$ cat src/rtl/booth_pkg.sv
package booth_pkg;

    typedef enum logic {
        ST_IDLE = 1'b0,
        ST_RUN  = 1'b1
    } mac_state_e;

    // One radix-4 recoded digit: magnitude 0, 1 or 2 with a sign
    typedef struct packed {
        logic nz;   // digit is non-zero
        logic dbl;  // magnitude is two
        logic neg;  // digit is negative
    } booth_digit_t;

endpackage

$ cat src/rtl/booth_recode.sv
module booth_recode
    import booth_pkg::*;
(
    input  logic [2:0]   triplet_i,   // {bit 2i+1, bit 2i, bit 2i-1}
    output booth_digit_t digit_o
);

    always_comb begin
        digit_o = '0;
        unique case (triplet_i)
            3'b000: digit_o = '{nz: 1'b0, dbl: 1'b0, neg: 1'b0};
            3'b001: digit_o = '{nz: 1'b1, dbl: 1'b0, neg: 1'b0};
            3'b010: digit_o = '{nz: 1'b1, dbl: 1'b0, neg: 1'b0};
            3'b011: digit_o = '{nz: 1'b1, dbl: 1'b1, neg: 1'b0};
            3'b100: digit_o = '{nz: 1'b1, dbl: 1'b1, neg: 1'b1};
            3'b101: digit_o = '{nz: 1'b1, dbl: 1'b0, neg: 1'b1};
            3'b110: digit_o = '{nz: 1'b1, dbl: 1'b0, neg: 1'b1};
            3'b111: digit_o = '{nz: 1'b0, dbl: 1'b0, neg: 1'b0};
            default: digit_o = '0;
        endcase
    end

endmodule

$ cat src/rtl/booth_term.sv
module booth_term
    import booth_pkg::*;
#(
    parameter int WIDTH = 32
) (
    input  logic [WIDTH-1:0] mcand_i,   // multiplicand already aligned to the group
    input  booth_digit_t     digit_i,
    output logic [WIDTH-1:0] term_o
);

    logic [WIDTH-1:0] mag;

    always_comb begin
        mag = digit_i.dbl ? {mcand_i[WIDTH-2:0], 1'b0} : mcand_i;
        if (!digit_i.nz) begin
            term_o = '0;
        end else if (digit_i.neg) begin
            term_o = ~mag + {{(WIDTH-1){1'b0}}, 1'b1};
        end else begin
            term_o = mag;
        end
    end

endmodule

$ cat src/rtl/booth_stop_detect.sv
module booth_stop_detect #(
    parameter int WIDTH  = 32,
    parameter int GROUPS = WIDTH / 2,
    parameter int CNT_W  = $clog2(GROUPS)
) (
    input  logic [WIDTH-1:0] mplr_i,   // multiplier bits not yet consumed, current group at [1:0]
    input  logic [CNT_W-1:0] cnt_i,    // index of the group being consumed
    output logic             last_o
);

    logic rest_zero;
    logic no_carry;
    logic at_cap;

    always_comb begin
        rest_zero = (mplr_i[WIDTH-1:2] == '0);
        no_carry  = ~mplr_i[1];
        at_cap    = (cnt_i == CNT_W'(GROUPS - 1));
        last_o    = (rest_zero && no_carry) || at_cap;
    end

endmodule

$ cat src/rtl/booth_mac_unit.sv
module booth_mac_unit
    import booth_pkg::*;
#(
    parameter int WIDTH = 32
) (
    input  logic             clk,
    input  logic             rst_n,
    input  logic             start_i,
    input  logic [WIDTH-1:0] mcand_i,
    input  logic [WIDTH-1:0] mplr_i,
    input  logic [WIDTH-1:0] acc_i,
    input  logic             acc_en_i,
    input  logic             set_flags_i,
    output logic [WIDTH-1:0] result_o,
    output logic             neg_o,
    output logic             zero_o,
    output logic             busy_o,
    output logic             done_o
);

    localparam int GROUPS = WIDTH / 2;
    localparam int CNT_W  = $clog2(GROUPS);

    typedef struct packed {
        mac_state_e       state;
        logic [WIDTH-1:0] mcand;
        logic [WIDTH-1:0] mplr;
        logic             prev;
        logic [CNT_W-1:0] cnt;
        logic [WIDTH-1:0] psum;
        logic             flags_en;
        logic [WIDTH-1:0] result;
        logic             neg;
        logic             zero;
        logic             done;
    } mac_regs_t;

    mac_regs_t        r_q, r_d;
    booth_digit_t     digit;
    logic [WIDTH-1:0] term;
    logic [WIDTH-1:0] psum_next;
    logic             last_grp;

    booth_recode u_recode (
        .triplet_i ({r_q.mplr[1:0], r_q.prev}),
        .digit_o   (digit)
    );

    booth_term #(.WIDTH(WIDTH)) u_term (
        .mcand_i (r_q.mcand),
        .digit_i (digit),
        .term_o  (term)
    );

    booth_stop_detect #(.WIDTH(WIDTH), .GROUPS(GROUPS), .CNT_W(CNT_W)) u_stop (
        .mplr_i (r_q.mplr),
        .cnt_i  (r_q.cnt),
        .last_o (last_grp)
    );

    always_comb begin
        r_d       = r_q;
        r_d.done  = 1'b0;
        psum_next = r_q.psum + term;
        unique case (r_q.state)
            ST_IDLE: begin
                if (start_i) begin
                    r_d.state    = ST_RUN;
                    r_d.mcand    = mcand_i;
                    r_d.mplr     = mplr_i;
                    r_d.prev     = 1'b0;
                    r_d.cnt      = '0;
                    r_d.psum     = acc_en_i ? acc_i : '0;
                    r_d.flags_en = set_flags_i;
                end
            end
            ST_RUN: begin
                r_d.psum  = psum_next;
                r_d.mcand = {r_q.mcand[WIDTH-3:0], 2'b00};
                r_d.mplr  = {2'b00, r_q.mplr[WIDTH-1:2]};
                r_d.prev  = r_q.mplr[1];
                r_d.cnt   = r_q.cnt + CNT_W'(1);
                if (last_grp) begin
                    r_d.state  = ST_IDLE;
                    r_d.result = psum_next;
                    r_d.done   = 1'b1;
                    if (r_q.flags_en) begin
                        r_d.neg  = psum_next[WIDTH-1];
                        r_d.zero = (psum_next == '0);
                    end
                end
            end
            default: r_d.state = ST_IDLE;
        endcase
    end

    always_ff @(posedge clk) begin
        if (!rst_n) begin
            r_q <= '0;
        end else begin
            r_q <= r_d;
        end
    end

    assign result_o = r_q.result;
    assign neg_o    = r_q.neg;
    assign zero_o   = r_q.zero;
    assign busy_o   = (r_q.state == ST_RUN);
    assign done_o   = r_q.done;

    // an idle start is taken
    p_accept_start_r2: assert property (@(posedge clk) disable iff (!rst_n)
        (start_i && !busy_o) |=> busy_o);

    // a start while running neither aborts nor restarts silently
    p_ignore_start_r6: assert property (@(posedge clk) disable iff (!rst_n)
        (start_i && busy_o) |=> (busy_o || done_o));

    // completion pulse lasts a single cycle
    p_done_single_r5: assert property (@(posedge clk) disable iff (!rst_n)
        done_o |=> !done_o);

    // leaving the running state always coincides with completion
    p_busy_ends_done_r3: assert property (@(posedge clk) disable iff (!rst_n)
        $fell(busy_o) |-> done_o);

    // the published result changes only on completion
    p_result_hold_r5: assert property (@(posedge clk) disable iff (!rst_n)
        !done_o |-> $stable(result_o));

    // requested flags track the published result
    p_flags_match_r7: assert property (@(posedge clk) disable iff (!rst_n)
        (done_o && r_q.flags_en) |->
            (neg_o == result_o[WIDTH-1]) && (zero_o == (result_o == '0)));

    // flags move only on a completion that asked for them
    p_flags_hold_r8: assert property (@(posedge clk) disable iff (!rst_n)
        !(done_o && r_q.flags_en) |-> $stable({neg_o, zero_o}));

endmodule

$ cat config.mk
export PLATFORM = sky130hd
export DESIGN_NAME = booth_mac_unit
export DESIGN_NICKNAME = d
export VERILOG_FILES = /design/src/rtl/booth_pkg.sv /design/src/rtl/booth_recode.sv /design/src/rtl/booth_term.sv /design/src/rtl/booth_stop_detect.sv /design/src/rtl/booth_mac_unit.sv
export SDC_FILE = /design/constraint.sdc
export NUM_CORES = 1
export LEC_CHECK = 0
export CORE_ASPECT_RATIO = 0.7
export CORE_MARGIN = 3
export CORE_UTILIZATION = 35
export CTS_CLUSTER_SIZE = 10
export DETAILED_ROUTE_END_ITERATION = 16
export PLACE_DENSITY = 0.61
export SETUP_SLACK_MARGIN = 0.02
export SYNTH_ARGS = -nofsm -noshare
export SYNTH_HDL_FRONTEND = slang
export SYNTH_HIERARCHICAL = 1
export SYNTH_SLANG_ARGS = --single-unit
$ cat constraint.sdc
create_clock -name clk -period 7.1 [get_ports clk]
set_input_delay 1.42 -clock clk [delete_from_list [all_inputs] [get_ports clk]]
set_output_delay 1.42 -clock clk [all_outputs]
set_load 0.01 [all_outputs]
# ---- Word-level counts from Yosys, hierarchy flattened
# Memory sizes are Yosys's and may differ from the RTL's. A register that Yosys moved wholly into a read port is not among the register bits.
# Index checks and enable logic that the tools add are counted.
dict set report word_totals {
  regBits 138
  mem_bits_ro 24
  in_bits 101
  output_inout_bits 36
  wordCells 38
  n_memories 1
}
# memory depth word_bits read_ports rd_clocked_by_memory_dff write_ports line
set mem_list {}
lappend mem_list {{(no name shown)} 8 3 1 1 0 booth_recode.sv:10} ;# unique case (triplet_i)
dict set report classes {
  n_addsub 3
  eq_ne 2
  mux 10
  bitwise 3
  reduce_logical 8
}
# operator n
set op_table {}
lappend op_table {{$pmux W102 S2} 1}
lappend op_table {{$mux W32} 4}
lappend op_table {{$mux W103} 1}
lappend op_table {{$add A32 B1 Y32 const B} 1}
lappend op_table {{$add A32 B32 Y32} 1}
lappend op_table {{$logic_not A32 Y1} 1}
lappend op_table {{$not A32 Y32} 1}
lappend op_table {{$logic_not A30 Y1} 1}
lappend op_table {{$mux W3} 2}
lappend op_table {{$reduce_and A2 Y1} 3}
lappend op_table {{$add A4 B1 Y4 const B} 1}
lappend op_table {{$eq A4 B4 Y1 const B} 1}
lappend op_table {{$reduce_and A3 Y1} 1}
lappend op_table {{$mux W1} 2}
lappend op_table {{$ne A2 B2 Y1 const B} 1}
lappend op_table {{$not A1 Y1} 2}
lappend op_table {{$logic_and A1 B1 Y1} 1}
lappend op_table {{$logic_or A1 B1 Y1} 1}

# ---- Logic depth before layout (Yosys ltp)
dict set report logic_depth {
  word_depth 9
  depth_mapped 26
  mapped_depth_nobuf 20
}

# ---- Cells and area by module
# The synthesis kept the hierarchy.
# mod instances cells_per_inst area_each_um2 seq_area_each_um2
set modules_own_cells {}
lappend modules_own_cells {booth_mac_unit 1 1000 8029.0 2762.6}
lappend modules_own_cells {booth_term 1 278 1672.9 0.0}
lappend modules_own_cells {booth_stop_detect 1 12 78.8 0.0}
lappend modules_own_cells {booth_recode 1 7 38.8 0.0}

# ---- Worst setup path before layout
# No wires, ideal clock.
dict set report synth_timing {
  kind {reg-to-reg}
  start {register r_q[74] in the netlist's numbering}
  end {register r_q (netlist bit zero_o)}
  setup_time_ns 0.059
  arrival_time_ns 5.838
  required_ns 7.041
  slack_ns 1.202
  path_stages_with_launch 26
  path_buffers 6
  cell_sequence {dfxtp_1 > nand2b_1 > o22ai_1 > buf_2 > buf_2 > buf_2 > buf_1 > mux2i_1 > ha_1 > a21bo_1 > or3_1 > buf_2 > o311ai_0 > a21oi_1 > nor3_1 > ha_1 > and3_1 > and2_1 > buf_6 > a311o_1 > o21a_1 > xor2_1 > or4b_1 > a2111oi_2 > nand4b_1 > nand2_1}
}
dict set report synth_via {
  elab_chain_len 4
}
# item line
set synth_rtl {}
lappend synth_rtl {{start: declaration} booth_mac_unit.sv:38} ;# mac_regs_t r_q, r_d;
lappend synth_rtl {{start signal: assignment} booth_mac_unit.sv:101} ;# r_q <= r_d;
lappend synth_rtl {{$not A1 Y1} booth_stop_detect.sv:17} ;# no_carry = ~mplr_i[1];
lappend synth_rtl {{$logic_and A1 B1 Y1} booth_stop_detect.sv:19} ;# last_o = (rest_zero && no_carry) || at_cap;
lappend synth_rtl {{$logic_or A1 B1 Y1} booth_stop_detect.sv:19}
lappend synth_rtl {{$reduce_and A3 Y1 (no source line)} -}
# No other way between the ends.
# A chain may end at the register's enable or synchronous reset.

# ---- Final worst setup path
# Ends and elaborated chain as after synthesis.

==> metrics <==
Static Leakage 0.00460 uW; path type of the worst setup path flip-flop to flip-flop; global route overflow 0; number of inserted diodes 0; fraction of registers with async set/reset 0%; worst supply voltage drop on vdd 0.177 mV; number of instances on the worst hold path 2; sequential-to-total area share from yosys stat 28.1%; number of flops mapped to enable cells by yosys 0; largest net degree at the start of global routing 125; utilization after layout 43.0%; R2R setup slack roughly 1.1 ns; hold buffer count at CTS 0; number of violations of the max-capacitance limit 0; worst setup path startpoint r_q[74]$_SDFFE_PN0P_; worst hold path class flip-flop to flip-flop; die height 146 um; remaining design rule violation count 0; vias in the first global route 8768; antenna violations before repair 0; final worst-path cycle share 84.8%; worst flop-to-flop path startpoint r_q[74]$_SDFFE_PN0P_; per-instance average area after synthesis 7.57 um^2; total global routing track utilization 21.9%; final instance count without filler cells 1713; synthesis warning total 6; Syn Nets about 1400; total non-filler cell area in the finished layout around 0.012 mm^2; worst hold path startpoint result_o[25]$_SDFFE_PN0P_; clock transition time at the flip-flop clock pins of the worst setup and hold paths 0.06 ns; Setup Fix Bufs, Post-CTS 0; instance area after placement ~0.011 mm^2; Slowest cell on crit path sky130_fd_sc_hd__or3_1; die span in x 206 um; number of nets with antenna violations after routing 0; final layout net count about 1500; Rows 50; Die ar. 0.0301 mm^2; final wirelength 33500 um; Critical Path AT 6.40 ns; power per standard cell area ~200 mW/mm^2; number of vias per cell after detailed routing 5.70; Setup Skew 0.00774 ns; CTS tree done; clock buffer count from CTS 17; maximum number of buffers from clock root to sink 2; Clk Latency, worst-skew pair 0.43 ns; most used flip-flop cell after synthesis sky130_fd_sc_hd__dfxtp_1; initial standard-cell utilization of the core between 30% and 40%; Detailed Route Iter0 Violations 1027; gpl congestion 0.925; Hold Crit Endpoint result_o[25]$_SDFFE_PN0P_; fmax between 150 and 200 MHz; final count of pins violating max slew 0; post-synthesis register bit count 138; port buffer count 136; via count of the routed design 9761; buffers plus inverters on the worst setup path 1; layout overhead on the synthesized area 18.9%; WP data required 7.47 ns; Top Family by Delay on Critical Path simple AND/OR/NAND/NOR gates; Inst Count DP 1682; Largest stage delay, worst path 0.55 ns; slew of the pin with the lowest slew margin 1.15 ns; cell mode on critical path sky130_fd_sc_hd__nand2_1; DPL Wire Length about 25000 um; share of post-route cells with drive strength above 1 5.34%; Setup crit start kind flip-flop; highest net fanout along the worst path 12; number of resized instances in the post-cts repair step 0; list of cells traversed by the critical path nand2b_1 -> o22ai_4 -> inv_1 -> nand2_1 -> ha_1 -> a21bo_1 -> or3_1 -> o311ai_0 -> a21oi_1 -> nor3_1 -> ha_1 -> and3_1 -> nand2_1 -> o21bai_1 -> or3_1 -> a2111o_1 -> or4b_1 -> a2111oi_2 -> nand4b_1 -> nand2_1; distinct cell type count of the synthesized netlist 80; final setup vio count 0; depth of the worst register-to-register path 20; Pre-antenna DRT Iters 6; Root Driver sky130_fd_sc_hd__clkbuf_16; final hold violation count 0; Total Negative Setup Slacks 0 ns; shortest period the worst path allows 6.02 ns; deepest level of the CTS H-tree 4; drt wl/cell 19.6 um; number of I/O pins 137; number of cells produced by synthesis 1297; outcome finished, final reports clean; endpoint of the worst-slack reg-to-reg timing path zero_o$_SDFFE_PN0P_; Crit. End Element flip-flop; core region area 0.0272 mm^2; RSZ-0062 raised after global routing false; clock sink total 138; worst-case headroom to the max-slew limit around a quarter; Post-Synthesis Cell Area roughly 0.0098 mm^2; first-pass GRT wire length a little over 50000 um
[through the flow]
step	setup slack (ns)	total power (uW)	hold slack, ns
after CTS	1.07	2340	0.459
final	1.08	2340	0.456
after global routing	0.635	2440	0.491
after floorplan	1.20	1260	0.437
after global placement	1.24	1450	0.448
after detailed placement	1.10	1450	0.451
[worst register-to-register path: cells and delay by family, from the launching register on]
| kind | cells | cell delay, ns |
|---|---|---|
| simple gates | 10 | 2.68 |
| compound gates | 7 | 1.97 |
| fa+ha+maj | 2 | 0.54 |
| flops | 1 | 0.50 |
| buf+inv | 1 | 0.27 |
[logic make-up (layout without fill, tap and decap cells)]
logic type	after synthesis	after routing	synth area share, %
fa+ha+maj	34	34	4.41
flops	138	138	28.1
compound gates	374	374	25.8
buf+inv	142	194	7.00
xor+xnor	31	31	2.77
mux	83	83	8.50
simple gates	495	495	23.4
[area by class of cell]
class | instances | area [um^2]
inverters | 18 | 70.1
flip-flops and latches | 138 | 2770
well taps | 364 | 455
multi-input cells | 1017 | 6380
fillers | 2773 | 15500
repair buffers | 145 | 1430
clock buffers | 18 | 429
clock inverters | 13 | 145
[Yosys cell counts (7+ instances only)]
library cell	instances	area, um^2
sky130_fd_sc_hd__a21o_1	23	173
sky130_fd_sc_hd__buf_2	9	45.0
sky130_fd_sc_hd__clkbuf_1	62	233
sky130_fd_sc_hd__dfxtp_1	138	2760
sky130_fd_sc_hd__nand2_1	95	357
sky130_fd_sc_hd__o41ai_1	7	61.3
sky130_fd_sc_hd__nor2b_1	14	87.6
sky130_fd_sc_hd__buf_4	32	240
sky130_fd_sc_hd__buf_1	18	67.6
sky130_fd_sc_hd__xnor2_1	22	193
sky130_fd_sc_hd__a31oi_1	10	62.6
sky130_fd_sc_hd__and3_1	12	75.1
sky130_fd_sc_hd__mux2i_1	80	801
sky130_fd_sc_hd__a211o_1	8	70.1
sky130_fd_sc_hd__or2_2	10	62.6
sky130_fd_sc_hd__a21oi_1	142	711
sky130_fd_sc_hd__o211ai_1	11	82.6
sky130_fd_sc_hd__a221oi_1	30	263
sky130_fd_sc_hd__nor2_1	225	845
sky130_fd_sc_hd__a211oi_1	33	248
sky130_fd_sc_hd__nor3_1	41	205
sky130_fd_sc_hd__xor2_1	9	78.8
sky130_fd_sc_hd__inv_1	17	63.8
sky130_fd_sc_hd__and2_1	10	62.6
sky130_fd_sc_hd__ha_1	33	413
sky130_fd_sc_hd__nor4_1	13	81.3
sky130_fd_sc_hd__nand4_1	12	75.1
sky130_fd_sc_hd__nand3_1	17	85.1
sky130_fd_sc_hd__o21ai_0	33	165
sky130_fd_sc_hd__nand2b_1	10	62.6
sky130_fd_sc_hd__or3_1	8	50.1
[report_power, final]
group	internal, uW	switching (uW)	total, uW
Clock	518	373	891
Combinational	236	335	570
Sequential	816	58.1	875
Total	1570	766	2340
[worst max-delay path by stage]
stage | cells past startpoint | to | slack, ns
detailed placement | 20 | zero_o$_SDFFE_PN0P_ | 1.10
finish | 20 | zero_o$_SDFFE_PN0P_ | 1.08
global route | 20 | zero_o$_SDFFE_PN0P_ | 0.63
global placement | 20 | zero_o$_SDFFE_PN0P_ | 1.24
CTS | 20 | zero_o$_SDFFE_PN0P_ | 1.07
floorplan | 25 | zero_o$_SDFFE_PN0P_ | 1.20
[cells in the final DEF, fill, tap and decap left out, types with 7 or more instances in the layout]
| cell type | synthesis | layout |
|---|---|---|
| sky130_fd_sc_hd__o41ai_1 | 7 | 7 |
| sky130_fd_sc_hd__clkbuf_16 | 0 | 17 |
| sky130_fd_sc_hd__a21oi_1 | 142 | 142 |
| sky130_fd_sc_hd__nor2b_1 | 14 | 14 |
| sky130_fd_sc_hd__a211o_1 | 8 | 8 |
| sky130_fd_sc_hd__dfxtp_1 | 138 | 137 |
| sky130_fd_sc_hd__o211ai_1 | 11 | 11 |
| sky130_fd_sc_hd__ha_1 | 33 | 33 |
| sky130_fd_sc_hd__nand4_1 | 12 | 12 |
| sky130_fd_sc_hd__clkdlybuf4s50_1 | 0 | 135 |
| sky130_fd_sc_hd__or2_2 | 10 | 10 |
| sky130_fd_sc_hd__nor3_1 | 41 | 41 |
| sky130_fd_sc_hd__nor2_1 | 225 | 225 |
| sky130_fd_sc_hd__a221oi_1 | 30 | 30 |
| sky130_fd_sc_hd__mux2i_1 | 80 | 80 |
| sky130_fd_sc_hd__inv_1 | 17 | 16 |
| sky130_fd_sc_hd__or3_1 | 8 | 8 |
| sky130_fd_sc_hd__a31oi_1 | 10 | 10 |
| sky130_fd_sc_hd__nand2b_1 | 10 | 10 |
| sky130_fd_sc_hd__a21o_1 | 23 | 23 |
| sky130_fd_sc_hd__nor4_1 | 13 | 13 |
| sky130_fd_sc_hd__xor2_1 | 9 | 9 |
| sky130_fd_sc_hd__and2_1 | 10 | 9 |
| sky130_fd_sc_hd__nand2_1 | 95 | 95 |
| sky130_fd_sc_hd__buf_4 | 32 | 10 |
| sky130_fd_sc_hd__o21ai_0 | 33 | 33 |
| sky130_fd_sc_hd__a211oi_1 | 33 | 33 |
| sky130_fd_sc_hd__xnor2_1 | 22 | 22 |
| sky130_fd_sc_hd__and3_1 | 12 | 12 |
| sky130_fd_sc_hd__nand3_1 | 17 | 17 |
[metal layers]
metal	wire [um]	track usage, %
met4	422	4.61
met5	114	2.76
met3	2700	5.93
met1	17100	34.2
met2	13200	29.2
[sequential cells by signal, summed over array words and instances, names as in the netlist]
name      cells
busy_o        1
r_q         102
result_o     32
neg_o         1
done_o        1
zero_o        1
No activity file was read; power rests on OpenSTA's default activity.
